### src/rtl/adc_res_pkg.sv
package adc_res_pkg;
  localparam int BYTE_W = 8;

  typedef struct packed {
    logic [BYTE_W-1:0] hi;
    logic [BYTE_W-1:0] lo;
  } byte_pair_t;
endpackage

### src/rtl/adc_res_lock.sv
module adc_res_lock (
  input  logic clk,
  input  logic rst,
  input  logic res_valid,
  input  logic rd_lo,
  input  logic rd_hi,
  output logic accept,
  output logic locked
);
  logic lock_q;

  // accept only when unlocked and no low-byte read is in flight
  assign accept = res_valid && !lock_q && !rd_lo;
  assign locked = lock_q;

  always_ff @(posedge clk) begin
    if (rst)        lock_q <= 1'b0;
    else if (rd_hi) lock_q <= 1'b0;
    else if (rd_lo) lock_q <= 1'b1;
  end

  p_lo_locks_r3: assert property (@(posedge clk) disable iff (rst)
    (rd_lo && !rd_hi) |=> lock_q);
  p_hi_unlocks_r4: assert property (@(posedge clk) disable iff (rst)
    rd_hi |=> !lock_q);
  p_pair_read_r10: assert property (@(posedge clk) disable iff (rst)
    (rd_lo && rd_hi) |=> !lock_q);
endmodule

### src/rtl/adc_res_store.sv
module adc_res_store #(
  parameter int RES_W = 10
) (
  input  logic             clk,
  input  logic             rst,
  input  logic             accept,
  input  logic             res_valid,
  input  logic [RES_W-1:0] res_data,
  output logic [RES_W-1:0] held,
  output logic             upd_done,
  output logic             upd_dropped
);
  always_ff @(posedge clk) begin
    if (rst) begin
      held        <= '0;
      upd_done    <= 1'b0;
      upd_dropped <= 1'b0;
    end else begin
      if (accept) held <= res_data;
      upd_done    <= accept;
      upd_dropped <= res_valid && !accept;
    end
  end

  p_write_r8: assert property (@(posedge clk) disable iff (rst)
    (res_valid && accept) |=> (upd_done && held == $past(res_data)));
  p_drop_r7: assert property (@(posedge clk) disable iff (rst)
    (res_valid && !accept) |=> (upd_dropped && $stable(held)));
  p_excl_r8: assert property (@(posedge clk) disable iff (rst)
    !(upd_done && upd_dropped));
endmodule

### src/rtl/adc_res_align.sv
module adc_res_align #(
  parameter int RES_W = 10
) (
  input  logic                    left_adj,
  input  logic [RES_W-1:0]        held,
  output adc_res_pkg::byte_pair_t pair
);
  import adc_res_pkg::*;
  localparam int WORD_W = 2 * BYTE_W;
  localparam int PAD_W  = WORD_W - RES_W;

  logic [WORD_W-1:0] word_r, word_l;

  generate
    if (PAD_W > 0) begin : g_pad
      assign word_r = {{PAD_W{1'b0}}, held};
      assign word_l = {held, {PAD_W{1'b0}}};
    end else begin : g_full
      assign word_r = held[WORD_W-1:0];
      assign word_l = held[WORD_W-1:0];
    end
  endgenerate

  assign pair = left_adj ? word_l : word_r;
endmodule

### src/rtl/adc_result_reg.sv
module adc_result_reg #(
  parameter int RES_W = 10
) (
  input  logic             clk,
  input  logic             rst,
  input  logic             res_valid,
  input  logic [RES_W-1:0] res_data,
  input  logic             left_adj,
  input  logic             rd_lo,
  input  logic             rd_hi,
  output logic [7:0]       lo_byte,
  output logic [7:0]       hi_byte,
  output logic             upd_done,
  output logic             upd_dropped
);
  import adc_res_pkg::*;

  logic             accept, locked;
  logic [RES_W-1:0] held;
  byte_pair_t       pair;

  adc_res_lock u_lock (
    .clk(clk), .rst(rst), .res_valid(res_valid), .rd_lo(rd_lo),
    .rd_hi(rd_hi), .accept(accept), .locked(locked)
  );

  adc_res_store #(.RES_W(RES_W)) u_store (
    .clk(clk), .rst(rst), .accept(accept), .res_valid(res_valid),
    .res_data(res_data), .held(held), .upd_done(upd_done),
    .upd_dropped(upd_dropped)
  );

  adc_res_align #(.RES_W(RES_W)) u_align (
    .left_adj(left_adj), .held(held), .pair(pair)
  );

  assign lo_byte = pair.lo;
  assign hi_byte = pair.hi;

  p_locked_hold_r3: assert property (@(posedge clk) disable iff (rst)
    (locked && res_valid) |=> (upd_dropped && !upd_done));
  p_right_fmt_r1: assert property (@(posedge clk) disable iff (rst)
    !left_adj |-> (hi_byte[7:2] == 6'd0));
  p_left_fmt_r2: assert property (@(posedge clk) disable iff (rst)
    left_adj |-> (lo_byte[5:0] == 6'd0));
  p_adj_only_r5: assert property (@(posedge clk) disable iff (rst)
    (!res_valid && $past(!res_valid)) |-> !upd_done);
endmodule

### config.mk
export PLATFORM = sky130hd
export DESIGN_NAME = adc_result_reg
export DESIGN_NICKNAME = d
export VERILOG_FILES = /design/src/rtl/adc_res_pkg.sv /design/src/rtl/adc_res_lock.sv /design/src/rtl/adc_res_store.sv /design/src/rtl/adc_res_align.sv /design/src/rtl/adc_result_reg.sv
export SDC_FILE = /design/constraint.sdc
export NUM_CORES = 1
export LEC_CHECK = 0
export CAP_MARGIN = 25
export CORE_ASPECT_RATIO = 0.9
export CORE_MARGIN = 4
export CORE_UTILIZATION = 30
export CTS_CLUSTER_SIZE = 25
export DETAILED_ROUTE_END_ITERATION = 10
export PLACE_DENSITY = 0.6
export SLEW_MARGIN = 5
export SYNTH_ARGS = -nofsm -noshare
export SYNTH_HDL_FRONTEND = slang
export SYNTH_SLANG_ARGS = --single-unit
export TNS_END_PERCENT = 1
### constraint.sdc
create_clock -name clk -period 1.25 [get_ports clk]
set_input_delay 0.3125 -clock clk [delete_from_list [all_inputs] [get_ports clk]]
set_output_delay 0.3125 -clock clk [all_outputs]
set_load 0.02 [all_outputs]
==> out/qor.txt, run 1 <==
Final period util = 106%
Fmax = 0.753 GHz
GR Overflow Total = 0
Combinational Power Share = 24.4%
Critical path data arrival time = 1020 ps
Cells after Synth = 70
I/O pin count = 34
Syn. warnings = 0
Iter 0 DRT Violations = 4
Dpl cells = 131
Most frequent cells in the layout = nand2b_1 (21), buf_4 (15), clkdlybuf4s50_1 (14)
Antenna diodes = 0
Clock Latency Late Sink = 270 ps
Initial antenna violation count = 0
RSZ-0062 raised after global routing = yes
Fillers = 198
Power Density = 848 mW/mm^2
VDD IR max = 0.000500 V
Port Buf Inserts = 33
Clk sinks = 13
Sw Pwr = 250 uW
Min setup slack post-route = -78.3 ps
Starting density of the core = 33.1%
CTS tree = done
Clock tree root buffer cell = clkbuf_4
Antenna-violating nets left = 0
Post-layout utilization of the core = 55.1%
Synth cell types = 13
Synth Net Count = 86
P_int = 697 uW
Final Setup Violations = 9
Crit path time final = 1330 ps
Largest net degree at the start of global routing = 15
Total track usage = 11.7%
H-tree levels = 1
Hold Path Class = register to register
Cell Area, Synth = 671 um^2
#FFs+latches synth = 13
Final slew viol count = 0
Commonest non-fill, non-tap cell in the layout = nand2b_1
Sequential fraction of the synthesis area = 38.8%
Routed WL = 1680 um
Synth-to-Final Area Change = 66.4%
Crit path launch type = register
Crit path required time = 940 ps
Cell row count = 15
Clk pwr share = 27.7%
Routed vias = 609
Die area = 0.00306 mm^2
Status = finished, violations left
First-pass GRT wire length = 2760 um
Post-route DRC = 0
CTS max path bufs = 2
Via density = 4.45
Worst setup skew after layout = 8.66 ps
Core area = 0.00203 mm^2
Die height = 52.9 um
Slowest CP cell = dfxtp_2
Non-Filler Instances = 137
Placer Congestion = 0.748
Crit. End Element = output pin
Final Hold Viols = 0
Violated checks = setup timing
Slew margin rel. = 86.2%
Layout cell share with drive strength beyond 1 = 42.9%
CP peak stage delay = 340 ps
Worst-Margin Slew = 208 ps
Post-DP HPWL = 1290 um
Static Leak = 0.000490 uW
CTS Buf Count = 3
CP Cell Sequence = mux2_4 -> buf_6
Max Cap Viol = 0
Nets@finish = 129
Wirelength per Cell = 12.2 um
Worst-path clk slew = 90 ps
Router iterations before antenna repair = 2
Die width = 57.8 um
Average size of a mapped cell = 9.58 um^2
Critical path type = register to output pin
Sw Ratio = 26.4%
Hold-fix buffers at CTS = 0
Sequential Power Share = 47.8%
CP max FO = 3
Final setup TNS = -428 ps
Number of global-route vias before repair = 657
## registers in the layout (all words and copies together) (netlist names)
name                 flops
u_lock.locked            1
u_store.held            10
u_store.upd_done         1
u_store.upd_dropped      1
## layer usage
layer  wire (um)  part of all wire, %  track usage (%)
met3         108                  6.4             1.46
met1         696                   41             12.9
met2         853                   51             21.4
met4          19                  1.1             6.95
met5           0                    0                0
## cells in the mapped netlist
library cell | number | share of area, %
dfxtp_1 | 13 | 39
and2_1 | 6 | 5.6
clkbuf_2 | 1 | 0.75
clkbuf_1 | 2 | 1.1
nor3_1 | 2 | 1.5
mux2i_1 | 10 | 15
mux2_2 | 4 | 6.7
buf_2 | 1 | 0.75
nand2b_1 | 21 | 20
buf_6 | 1 | 1.7
nor2_1 | 2 | 1.1
nor3b_2 | 1 | 1.9
nor2b_1 | 6 | 5.6
## worst max-delay path: cells and delay by family (launching register included)
| kind | cells | cell delay (ps) |
|---|---|---|
| muxes | 1 | 270 |
| buffers and inverters | 1 | 130 |
| DFF | 1 | 340 |
## final cells by class
cell class | instances | area, um^2 | share of cell area (%)
Multi-Input combinational cell | 52 | 402 | 36.0
Timing Repair Buffer | 43 | 383 | 34.3
Sequential cell | 13 | 273 | 24.4
Tap cell | 25 | 31.3 | 2.80
Clock buffer | 3 | 22.5 | 2.02
Clock inverter | 1 | 5.00 | 0.448
## kinds of logic after synthesis
family                 synth area share [%]
multiplexers                           21.6
flip-flops                             38.8
buffers and inverters                  4.29
AND/OR/NAND/NOR                        35.3
## repair_timing
action,in CTS,in global routing
buffers inserted,0,2
setup endpoints to repair,18,19
resized for setup,81,28
## path summary, 6_finish.rpt
kind / endpoint / from / depth (start not counted) / slack [ps]
worst max-delay path: hi_byte[0] / u_store.held[8] / 2 / -80
worst min-delay path: u_store.held[7] / u_store.held[7] / 2 / 480
worst max register to register: u_store.held[2] / u_lock.locked / 3 / 230
worst min register to register: u_store.held[7] / u_store.held[7] / 2 / 480
## stage by stage
stage | setup WS (ps) | total power [uW] | hold WS, ps | area (um^2)
finish | -78.3 | 946 | 484 | 1120
global placement | -871 | 678 | 463 | 1060
floorplan | 6.73 | 563 | 389 | 671
global route | -117 | 1010 | 504 | 1120
CTS | -181 | 939 | 490 | 1040
detailed placement | -889 | 681 | 475 | 1060
## power by group through the flow
stage                     clock (uW)  combinational, uW  sequential [uW]
after floorplan                    0                106              457
after CTS                        280                209              450
after global placement             0                220              457
after detailed placement           0                223              459
final                            262                231              453
after global routing             302                251              456
(Power assumes the default switching activity.)
==> inputs of run 2 (changes only) <==
--- a/config.mk
+++ b/config.mk
@@ -11,6 +11,7 @@
 export CORE_UTILIZATION = 30
 export CTS_CLUSTER_SIZE = 25
 export DETAILED_ROUTE_END_ITERATION = 10
+export HOLD_SLACK_MARGIN = 0.02
 export PLACE_DENSITY = 0.6
 export SLEW_MARGIN = 5
 export SYNTH_ARGS = -nofsm -noshare
==> results of run 2 <==
The final DEF is identical to that of run 1; final timing and power are the same.
